==> src/rtl/vidq_pkg.sv <==
`timescale 1ns/1ps
package vidq_pkg;
  typedef enum logic {
    MODE_DIRECT = 1'b0,
    MODE_SLEW   = 1'b1
  } vid_mode_e;

  function automatic int run_width(input int max_run);
    return $clog2(max_run + 1);
  endfunction
endpackage

==> src/rtl/vidq_sampler.sv <==
`timescale 1ns/1ps
module vidq_sampler #(
  parameter int VID_W   = 6,
  parameter int SHORT_W = 5,
  parameter int OFF_RUN = 4,
  localparam int RW     = vidq_pkg::run_width(OFF_RUN)
) (
  input  logic             clk,
  input  logic             rst,
  input  logic             en,
  input  logic             five_bit,
  input  logic [VID_W-1:0] vid,
  output logic [VID_W-1:0] smp_q,
  output logic [RW-1:0]    run_q
);
  logic [VID_W-1:0] masked;

  for (genvar i = 0; i < VID_W; i++) begin : g_mask
    if (i >= SHORT_W) begin : g_hi
      assign masked[i] = vid[i] & ~five_bit;
    end else begin : g_lo
      assign masked[i] = vid[i];
    end
  end

  always_ff @(posedge clk) begin
    if (rst || !en) begin
      smp_q <= '0;
      run_q <= '0;
    end else begin
      smp_q <= masked;
      if (run_q != '0 && masked == smp_q) begin
        if (run_q != RW'(OFF_RUN)) run_q <= run_q + 1'b1;
      end else begin
        run_q <= RW'(1);
      end
    end
  end

  // a disabled edge empties the run counter
  a_r7_idle_clears: assert property (@(posedge clk) disable iff (rst)
    !en |=> run_q == '0);
  // a differing sample restarts the run at one
  a_r2_change_restarts: assert property (@(posedge clk) disable iff (rst)
    (en && masked != smp_q) |=> run_q == RW'(1));
  // an equal sample grows an unsaturated run by one
  a_r2_hold_grows: assert property (@(posedge clk) disable iff (rst)
    (en && run_q != '0 && masked == smp_q && run_q < RW'(OFF_RUN))
      |=> run_q == $past(run_q) + 1'b1);
endmodule

==> src/rtl/vidq_off_match.sv <==
`timescale 1ns/1ps
module vidq_off_match #(
  parameter int VID_W   = 6,
  parameter int SHORT_W = 5
) (
  input  logic             five_bit,
  input  logic [VID_W-1:0] code,
  input  logic [VID_W-1:0] off_direct,
  input  logic [VID_W-1:0] off_slew,
  output logic             hit
);
  logic [VID_W-1:0] care;
  logic [VID_W-1:0] pattern;

  for (genvar i = 0; i < VID_W; i++) begin : g_care
    if (i >= SHORT_W) begin : g_hi
      assign care[i] = ~five_bit;
    end else begin : g_lo
      assign care[i] = 1'b1;
    end
  end

  always_comb begin
    pattern = five_bit ? off_slew : off_direct;
    hit     = ((code ^ pattern) & care) == '0;
  end
endmodule

==> src/rtl/vidq_accept.sv <==
`timescale 1ns/1ps
module vidq_accept #(
  parameter int VID_W    = 6,
  parameter int NORM_RUN = 3,
  parameter int OFF_RUN  = 4,
  localparam int RW      = vidq_pkg::run_width(OFF_RUN)
) (
  input  logic             clk,
  input  logic             rst,
  input  logic             en,
  input  logic [VID_W-1:0] smp_q,
  input  logic [RW-1:0]    run_q,
  input  logic             off_hit,
  output logic [VID_W-1:0] target_q,
  output logic             upd_q,
  output logic             off_q
);
  logic take_norm;
  logic take_off;

  always_comb begin
    take_norm = en && !off_q && !off_hit && run_q == RW'(NORM_RUN) && smp_q != target_q;
    take_off  = en && off_hit && run_q == RW'(OFF_RUN);
  end

  always_ff @(posedge clk) begin
    if (rst) begin
      target_q <= '0;
      upd_q    <= 1'b0;
      off_q    <= 1'b0;
    end else begin
      upd_q <= take_norm;
      if (take_norm) target_q <= smp_q;
      if (!en)           off_q <= 1'b0;
      else if (take_off) off_q <= 1'b1;
    end
  end

  // a pulse never lasts two cycles
  a_r3_pulse_once: assert property (@(posedge clk) disable iff (rst)
    upd_q |=> !upd_q);
  // every pulse comes with a different target
  a_r4_target_moves: assert property (@(posedge clk) disable iff (rst)
    upd_q |-> target_q != $past(target_q));
  // the latch only sets after a full off-length run of an off code
  a_r5_off_run: assert property (@(posedge clk) disable iff (rst)
    $rose(off_q) |-> ($past(run_q) == RW'(OFF_RUN) && $past(off_hit)));
  // while latched the target is frozen and silent
  a_r6_latched_frozen: assert property (@(posedge clk) disable iff (rst)
    off_q |=> ($stable(target_q) && !upd_q));
  // enable low clears the latch and blocks pulses
  a_r7_disable_clears: assert property (@(posedge clk) disable iff (rst)
    !en |=> (!off_q && !upd_q));
endmodule

==> src/rtl/vid_qualifier.sv <==
`timescale 1ns/1ps
module vid_qualifier #(
  parameter int VID_W    = 6,
  parameter int SHORT_W  = 5,
  parameter int NORM_RUN = 3,
  parameter int OFF_RUN  = 4
) (
  input  logic             clk,
  input  logic             rst,
  input  logic             en,
  input  logic             mode,
  input  logic [VID_W-1:0] vid,
  input  logic [VID_W-1:0] off_code_direct,
  input  logic [VID_W-1:0] off_code_slew,
  output logic [VID_W-1:0] target,
  output logic             update,
  output logic             reg_off
);
  localparam int RW = vidq_pkg::run_width(OFF_RUN);

  vidq_pkg::vid_mode_e mode_e;
  logic                five_bit;
  logic [VID_W-1:0]    smp_q;
  logic [RW-1:0]       run_q;
  logic                off_hit;

  assign mode_e   = vidq_pkg::vid_mode_e'(mode);
  assign five_bit = (mode_e == vidq_pkg::MODE_SLEW);

  vidq_sampler #(.VID_W(VID_W), .SHORT_W(SHORT_W), .OFF_RUN(OFF_RUN)) u_sampler (
    .clk(clk), .rst(rst), .en(en), .five_bit(five_bit), .vid(vid),
    .smp_q(smp_q), .run_q(run_q)
  );

  vidq_off_match #(.VID_W(VID_W), .SHORT_W(SHORT_W)) u_match (
    .five_bit(five_bit), .code(smp_q), .off_direct(off_code_direct),
    .off_slew(off_code_slew), .hit(off_hit)
  );

  vidq_accept #(.VID_W(VID_W), .NORM_RUN(NORM_RUN), .OFF_RUN(OFF_RUN)) u_accept (
    .clk(clk), .rst(rst), .en(en), .smp_q(smp_q), .run_q(run_q),
    .off_hit(off_hit), .target_q(target), .upd_q(update), .off_q(reg_off)
  );
endmodule

==> config.mk <==
export PLATFORM = sky130hd
export DESIGN_NAME = vid_qualifier
export DESIGN_NICKNAME = d
export VERILOG_FILES = /design/src/rtl/vidq_pkg.sv /design/src/rtl/vidq_sampler.sv /design/src/rtl/vidq_off_match.sv /design/src/rtl/vidq_accept.sv /design/src/rtl/vid_qualifier.sv
export SDC_FILE = /design/constraint.sdc
export NUM_CORES = 1
export LEC_CHECK = 0
export ABC_AREA = 0
export CORE_AREA = 10 10 56 58
export CTS_CLUSTER_DIAMETER = 60
export DETAILED_ROUTE_END_ITERATION = 8
export DIE_AREA = 0 0 66 68
export PLACE_DENSITY = 0.79
export SYNTH_ARGS = -nofsm -noshare
export SYNTH_HDL_FRONTEND = slang
export SYNTH_SLANG_ARGS = --single-unit
==> constraint.sdc <==
create_clock -name clk -period 3.5 [get_ports clk]
set_input_delay 0.35 -clock clk [delete_from_list [all_inputs] [get_ports clk]]
set_output_delay 0.35 -clock clk [all_outputs]
set_load 0.05 [all_outputs]
==> out/results.ini, run 1 <==
[power_and_ir_drop]
p_leak_nw=0.447
power.density_nw_per_um2=288
vdd_ir_drop_max_mv=0.170
total_power_mw=0.366

[layout]
n_antenna_cell=0
final_cell_mix=clkdlybuf4s50_1, dfxtp_1, nand2b_1, xnor2_1, mux2i_1
drive_above_1_share_pct=3.85
area_growth_pct=35.5
fin_cells=158
multi_input_area_um2=573
layout.nets=156
seq_area_um2=340
nFillCells=179
final_common_cell=clkdlybuf4s50_1

[timing]
setup_slack_ns=1.45
fin_setup_tns_ns=0
fmax_mhz=487
maxSlewHeadroom_pct=66.4
hold_viol_final=0
period_minus_slack_ns=2.05
fin_crit_sh_pct=58.7
rsz0062_at_grt=no
finalSetupViolCount=0
worst_pin_slew_ns=0.502
fin_skew_ns=0.00319
maxSlewViolCount=0

[synth]
yosysWarnings=0
seq_area_frac_synth_pct=36.3
synth_nets=125
syn_inst=100
synth_top_area_share_pct=36.3
synth_area_um2=937
synth_area_leaders=dfxtp_1, xnor2_1, mux2i_1, nand2b_1, ha_1
yosysTopAreaCell=dfxtp_1
avgSynthCellArea_um2=9.37
yosys_register_bits=17
ys_types=26

[hold_path]
worstHoldEndpoint=u_sampler.run_q[1]
hold_path_class=reg -> reg
hold_depth=2
hp-start=u_sampler.run_q[1]

[clock_tree]
cts_max_path_buffers=2
post_cts_buffers=0
cts_max_level=1
cts_buffers=3
cts_root_buf=clkbuf_4
tritoncts=done
cts.sinks=17
post_cts_resize_count=0
clkTransAtPathRegs_ns=0.10
worst_skew_pair.late_latency_ns=0.28
cts-hold-fix-buffers=0

[placed_design]
dp_hpwl_um=1790
portBuffers=28
place_congestion=0.744
place_ws_ns=1.10
dpl.cell_count=154

[floorplanning]
die-area_um2=4490
die_y_um=68
initial_utilization_pct=44.5
core-area_um2=2110
rows=17
die_w_um=66
top_level_ports=30

[setup_path]
reg2regPathDepth=5
timing.rr.end=u_accept.target_q[2]
crit_path_max_incr_delay_ns=0.71
cp_cell_sequence=clkdlybuf4s50_1 > mux2i_1 > xnor2_1 > nor4_2 > a21oi_2 > mux2i_1
critPathArrivalTime_ns=2.21
rr_startpoint=u_sampler.smp_q[5]
worstSetupPathType=in -> reg
worst-path-buf-inv=1
critPathMaxFanout=9
start_kind=input pin
path_delay_family=buffers and inverters
crit_path_frequent_cell=mux2i_1
cp_slowest_cell=clkdlybuf4s50_1
cp.required_ns=3.66
r2r_slack_ns=1.73
crit_path_end_kind=register

[detailed_routing]
vias=745
drt_iter0_drc=26
routed_via_density=4.72
wirelength_um=2140
antenna_left=0
drcViolationCount=0
wl_per_cell_um=13.5
first_pass_iters=3

[grt]
grt_pass1_wl_um=3620
grt_overflow_total=0
grt_antenna_before_repair=0
grt_pass1_vias=763
grtUsageTotal_pct=10.1
grt_max_degree=16

[run]
maxCapViolCount=0

[status]
run_status=finished clean

==> stage by stage <==
step | utilization, % | instance area (um^2) | hold WS, ns
floorplan | - | 937 | 0.460
global placement | 59.1 | 1240 | 0.472
detailed placement | 59.1 | 1240 | 0.484
CTS | 60.3 | 1270 | 0.498
global route | 60.3 | 1270 | 0.522
finish | 60.3 | 1270 | 0.493
==> kinds of logic (layout without fill, tap and decap cells) <==
| kind of cell | count (synthesis) | in the layout | share of synthesized area, % |
|---|---|---|---|
| compound gates | 8 | 8 | 5.47 |
| mux | 11 | 11 | 11.7 |
| fa+ha+maj | 3 | 3 | 4.01 |
| simple gates | 38 | 38 | 24.0 |
| xor+xnor | 17 | 17 | 15.9 |
| flops | 17 | 17 | 36.3 |
| buf+inv | 6 | 36 | 2.54 |
==> worst reg2reg max path, cell delays in order, from the launching register on <==
cell and delay (ns):
dfxtp_1 0.48, xnor2_1 0.17, or3b_1 0.38, a32oi_1 0.25, a21oi_2 0.20, mux2i_1 0.17
==> sequential cells by signal (all words and copies together), names as in the netlist <==
signal             cells
u_accept.target_q      6
u_sampler.smp_q        6
u_sampler.run_q        3
u_accept.off_q         1
u_accept.upd_q         1
==> report_power, final <==
group	internal, mW	switching [mW]	total [mW]
Clock	0.0442	0.0587	0.103
Combinational	0.0391	0.0227	0.0619
Sequential	0.197	0.00474	0.201
==> synthesized netlist by cell type <==
library cell,n
a21oi_1,3
a21oi_2,1
a32oi_1,1
a41oi_1,1
and2_1,5
and3_1,1
buf_2,1
clkbuf_1,1
dfxtp_1,17
ha_1,3
inv_1,4
mux2i_1,11
nand2_1,5
nand2b_1,15
nand3_1,2
nand3b_1,1
nand4_1,1
nor2_1,3
nor2b_1,2
nor4_1,1
nor4_2,1
o21ai_0,1
o21ai_1,1
or3b_1,1
xnor2_1,15
xor2_1,2
==> per-layer routing <==
layer	GRT usage [%]	part of all wire, %
met2	16.7	48
met3	3.75	7.0
met4	3.14	0.42
met1	12.0	45
met5	0	0
==> area by class of cell <==
| cell class | instances | share of cell area (%) |
|---|---|---|
| inverters | 4 | 1.18 |
| well taps | 28 | 2.76 |
| flip-flops and latches | 17 | 26.8 |
| clock buffers | 4 | 2.07 |
| multi-input cells | 77 | 45.1 |
| repair buffers | 28 | 22.1 |
==> how the worst max path moves through the flow <==
| stage | start | endpoint | slack [ns] | depth (start not counted) |
|---|---|---|---|---|
| after floorplan | mode | u_accept.upd_q | 1.88 | 6 |
| after global routing | mode | u_accept.target_q[1] | 1.28 | 6 |
| after detailed placement | mode | u_accept.target_q[2] | 1.10 | 6 |
| after global placement | mode | u_accept.upd_q | 1.16 | 6 |
| final | mode | u_accept.target_q[2] | 1.45 | 6 |
| after CTS | mode | u_accept.target_q[2] | 1.42 | 6 |
Note: power is estimated with default switching activity, not from simulation.
==> run 2, diff against run 1 <==
--- a/config.mk
+++ b/config.mk
@@ -6,11 +6,11 @@
 export NUM_CORES = 1
 export LEC_CHECK = 0
 export ABC_AREA = 0
-export CORE_AREA = 10 10 56 58
+export CORE_AREA = 10 10 57 59
 export CTS_CLUSTER_DIAMETER = 60
 export DETAILED_ROUTE_END_ITERATION = 8
-export DIE_AREA = 0 0 66 68
-export PLACE_DENSITY = 0.79
+export DIE_AREA = 0 0 67 69
+export PLACE_DENSITY = 0.76
 export SYNTH_ARGS = -nofsm -noshare
 export SYNTH_HDL_FRONTEND = slang
 export SYNTH_SLANG_ARGS = --single-unit
==> constraint.sdc (replaced) <==
create_clock -name clk -period 2 [get_ports clk]
set_input_delay 0.2 -clock clk [delete_from_list [all_inputs] [get_ports clk]]
set_output_delay 0.2 -clock clk [all_outputs]
set_load 0.05 [all_outputs]
==> run 2 against run 1 <==
Compared with the run above:
- wire length is 5.7% higher
- critical path depth stayed put
- sequential share of layout area down 0.47 points
- sequential power increased by 76%
- flip-flop and latch count unchanged
- clock skew up 0.0049 ns
- via count increased by 5.1%
- critical endpoint is now u_accept.target_q[1]
- largest cell class unchanged
- largest power group unchanged
- highest routed layer unchanged
==> out/results.ini, run 2 (same netlist as run 1, synthesis figures left out) <==
[clock_tree]
worst_skew_pair.late_latency_ns=0.29  ; about the same
clkTransAtPathRegs_ns=0.11  ; about the same
cts_buffers=3  ; unchanged
cts_root_buf=clkbuf_4
post_cts_resize_count=0  ; unchanged
cts.sinks=17  ; unchanged
cts-hold-fix-buffers=0  ; unchanged
cts_max_level=1  ; unchanged
tritoncts=done
cts_max_path_buffers=2  ; unchanged
post_cts_buffers=0  ; unchanged

[power_and_ir_drop]
power.density_nw_per_um2=507  ; +76%
p_seq_share_pct=53.8  ; -1.2 points
p_int_mw=0.494  ; +76%
power_frac_comb_pct=17.4  ; +0.5 points
swShare_pct=24.7  ; +1.2 points
vdd_ir_drop_max_mv=0.384  ; +130%
p_switching_mw=0.162  ; +88%
clkPwrFrac_pct=28.8  ; +0.7 points
p_leak_nw=0.462  ; +3.4%

[timing]
worst_pin_slew_ns=0.520  ; +0.0188 ns
fin_crit_sh_pct=92.3
maxSlewHeadroom_pct=65.2  ; -1.3 points
hold_slack_ns=0.500  ; +0.00713 ns
hold_viol_final=0  ; unchanged
fin_skew_ns=0.00806  ; +0.00486 ns
period_minus_slack_ns=1.85
fmax_mhz=542
rsz0062_at_grt=no
finalSetupViolCount=0  ; unchanged
maxSlewViolCount=0  ; unchanged
fin_setup_tns_ns=0  ; unchanged

[layout]
top_regs=u_accept.target_q: 6 flops, u_sampler.smp_q: 6 flops, u_sampler.run_q: 3 flops
final_common_cell=clkdlybuf4s50_1
final_cell_mix=clkdlybuf4s50_1, dfxtp_1, nand2b_1, xnor2_1, mux2i_1
layout.nets=159  ; +1.9%
area_growth_pct=37.9
final_core_utilization_pct=60.2  ; -0.15 points
drive_above_1_share_pct=6.02  ; +2.2 points
n_antenna_cell=0  ; unchanged
nFillCells=183  ; +2.2%
multi_input_area_um2=573  ; unchanged
fin_cells=161  ; +1.9%
seq_area_um2=340  ; unchanged

[grt]
grt_antenna_before_repair=0  ; unchanged
grt_pass1_vias=773  ; +1.3%
grt_pass1_wl_um=3710  ; +2.5%
grtUsageTotal_pct=9.87  ; -0.25 points
grt_overflow_total=0  ; unchanged
grt_max_degree=14  ; -2

[floorplanning]
rows=17  ; unchanged
die_y_um=69  ; +1.5%
die_w_um=67  ; +1.5%
top_level_ports=30  ; unchanged
die-area_um2=4620  ; +3.0%
initial_utilization_pct=43.6  ; -0.88 points
core-area_um2=2150  ; +2.0%

[placed_design]
dp_hpwl_um=1850  ; +3.4%
dpl.cell_count=157  ; +1.9%
place_congestion=0.739  ; -0.65%
portBuffers=28  ; unchanged

[detailed_routing]
drcViolationCount=0  ; unchanged
wl_per_cell_um=14.0  ; +3.7%
antenna_left=0  ; unchanged
first_pass_iters=3  ; unchanged
wirelength_um=2260  ; +5.7%
routed_via_density=4.86  ; +3.1%
vias=783  ; +5.1%
drt_iter0_drc=11  ; -58%

[setup_path]
cp_slowest_cell=clkdlybuf4s50_1
cp_cell_sequence=clkdlybuf4s50_1 > mux2i_1 > xnor2_1 > nor4_2 > a21oi_2 > mux2i_1
crit_path_frequent_cell=mux2i_1
critPathArrivalTime_ns=2.07  ; -0.14 ns
crit_path_end_kind=register
worstSetupPathType=in -> reg
cp.required_ns=2.22  ; -1.44 ns
critPathMaxFanout=7  ; -2
worst-path-buf-inv=1  ; unchanged
path_delay_family=buffers and inverters
start_kind=input pin
r2r_slack_ns=0.31  ; -1.42 ns
crit_path_max_incr_delay_ns=0.66  ; -0.05 ns

[status]
run_status=finished clean

[run]
maxCapViolCount=0  ; unchanged

[hold_path]
hold_path_class=reg -> reg

-- run 2: changes by cell type in the layout (fill, tap and decap cells not counted) --
cell,previous run,this run
buf_4,0,3
-- run 2: cell type report --
cell class                 instances  share of cell area (%)
inverter                           4                    1.16
clock buffer                       4                    2.03
multi-input combinational         77                    44.3
tap                               28                    2.71
timing repair buffer              31                    23.4
sequential                        17                    26.3
-- run 2: power by group through the flow --
stage | Combinational (mW) | Clock [mW] | Sequential [mW]
after global routing | 0.124 | 0.209 | 0.354
final | 0.114 | 0.189 | 0.353
after global placement | 0.111 | 0 | 0.361
after CTS | 0.115 | 0.194 | 0.353
after detailed placement | 0.114 | 0 | 0.361
after floorplan | 0.0579 | 0 | 0.358
-- run 2: stage by stage --
step,setup WS [ns],area [um^2],power (mW)
floorplan,0.473,937,0.416
global placement,-0.0882,1270,0.471
detailed placement,-0.162,1270,0.475
CTS,0.145,1290,0.662
global route,0.00693,1290,0.687
finish,0.154,1290,0.655
-- run 2: path summary, 6_finish.rpt --
path | to | cells past startpoint | start
max | u_accept.target_q[1] | 6 | mode
min | u_sampler.run_q[1] | 2 | u_sampler.run_q[1]
max reg2reg | u_accept.target_q[1] | 5 | u_sampler.smp_q[5]
min reg2reg | u_sampler.run_q[1] | 2 | u_sampler.run_q[1]
-- run 2: worst min-delay path, cell delays in order, from the launching register on --
cell and delay [ns]:
dfxtp_1 0.34, nand3_1 0.07, a21oi_1 0.06
-- run 2: layer usage --
layer / global-route usage (%) / routed length, um / vias to the layer above
li1: - / - / 397
met1: 11.9 / 937 / 370
met2: 15.8 / 1140 / 14
met3: 4.03 / 163 / 2
met4: 2.04 / 16 / 0
met5: 0 / 0 / -
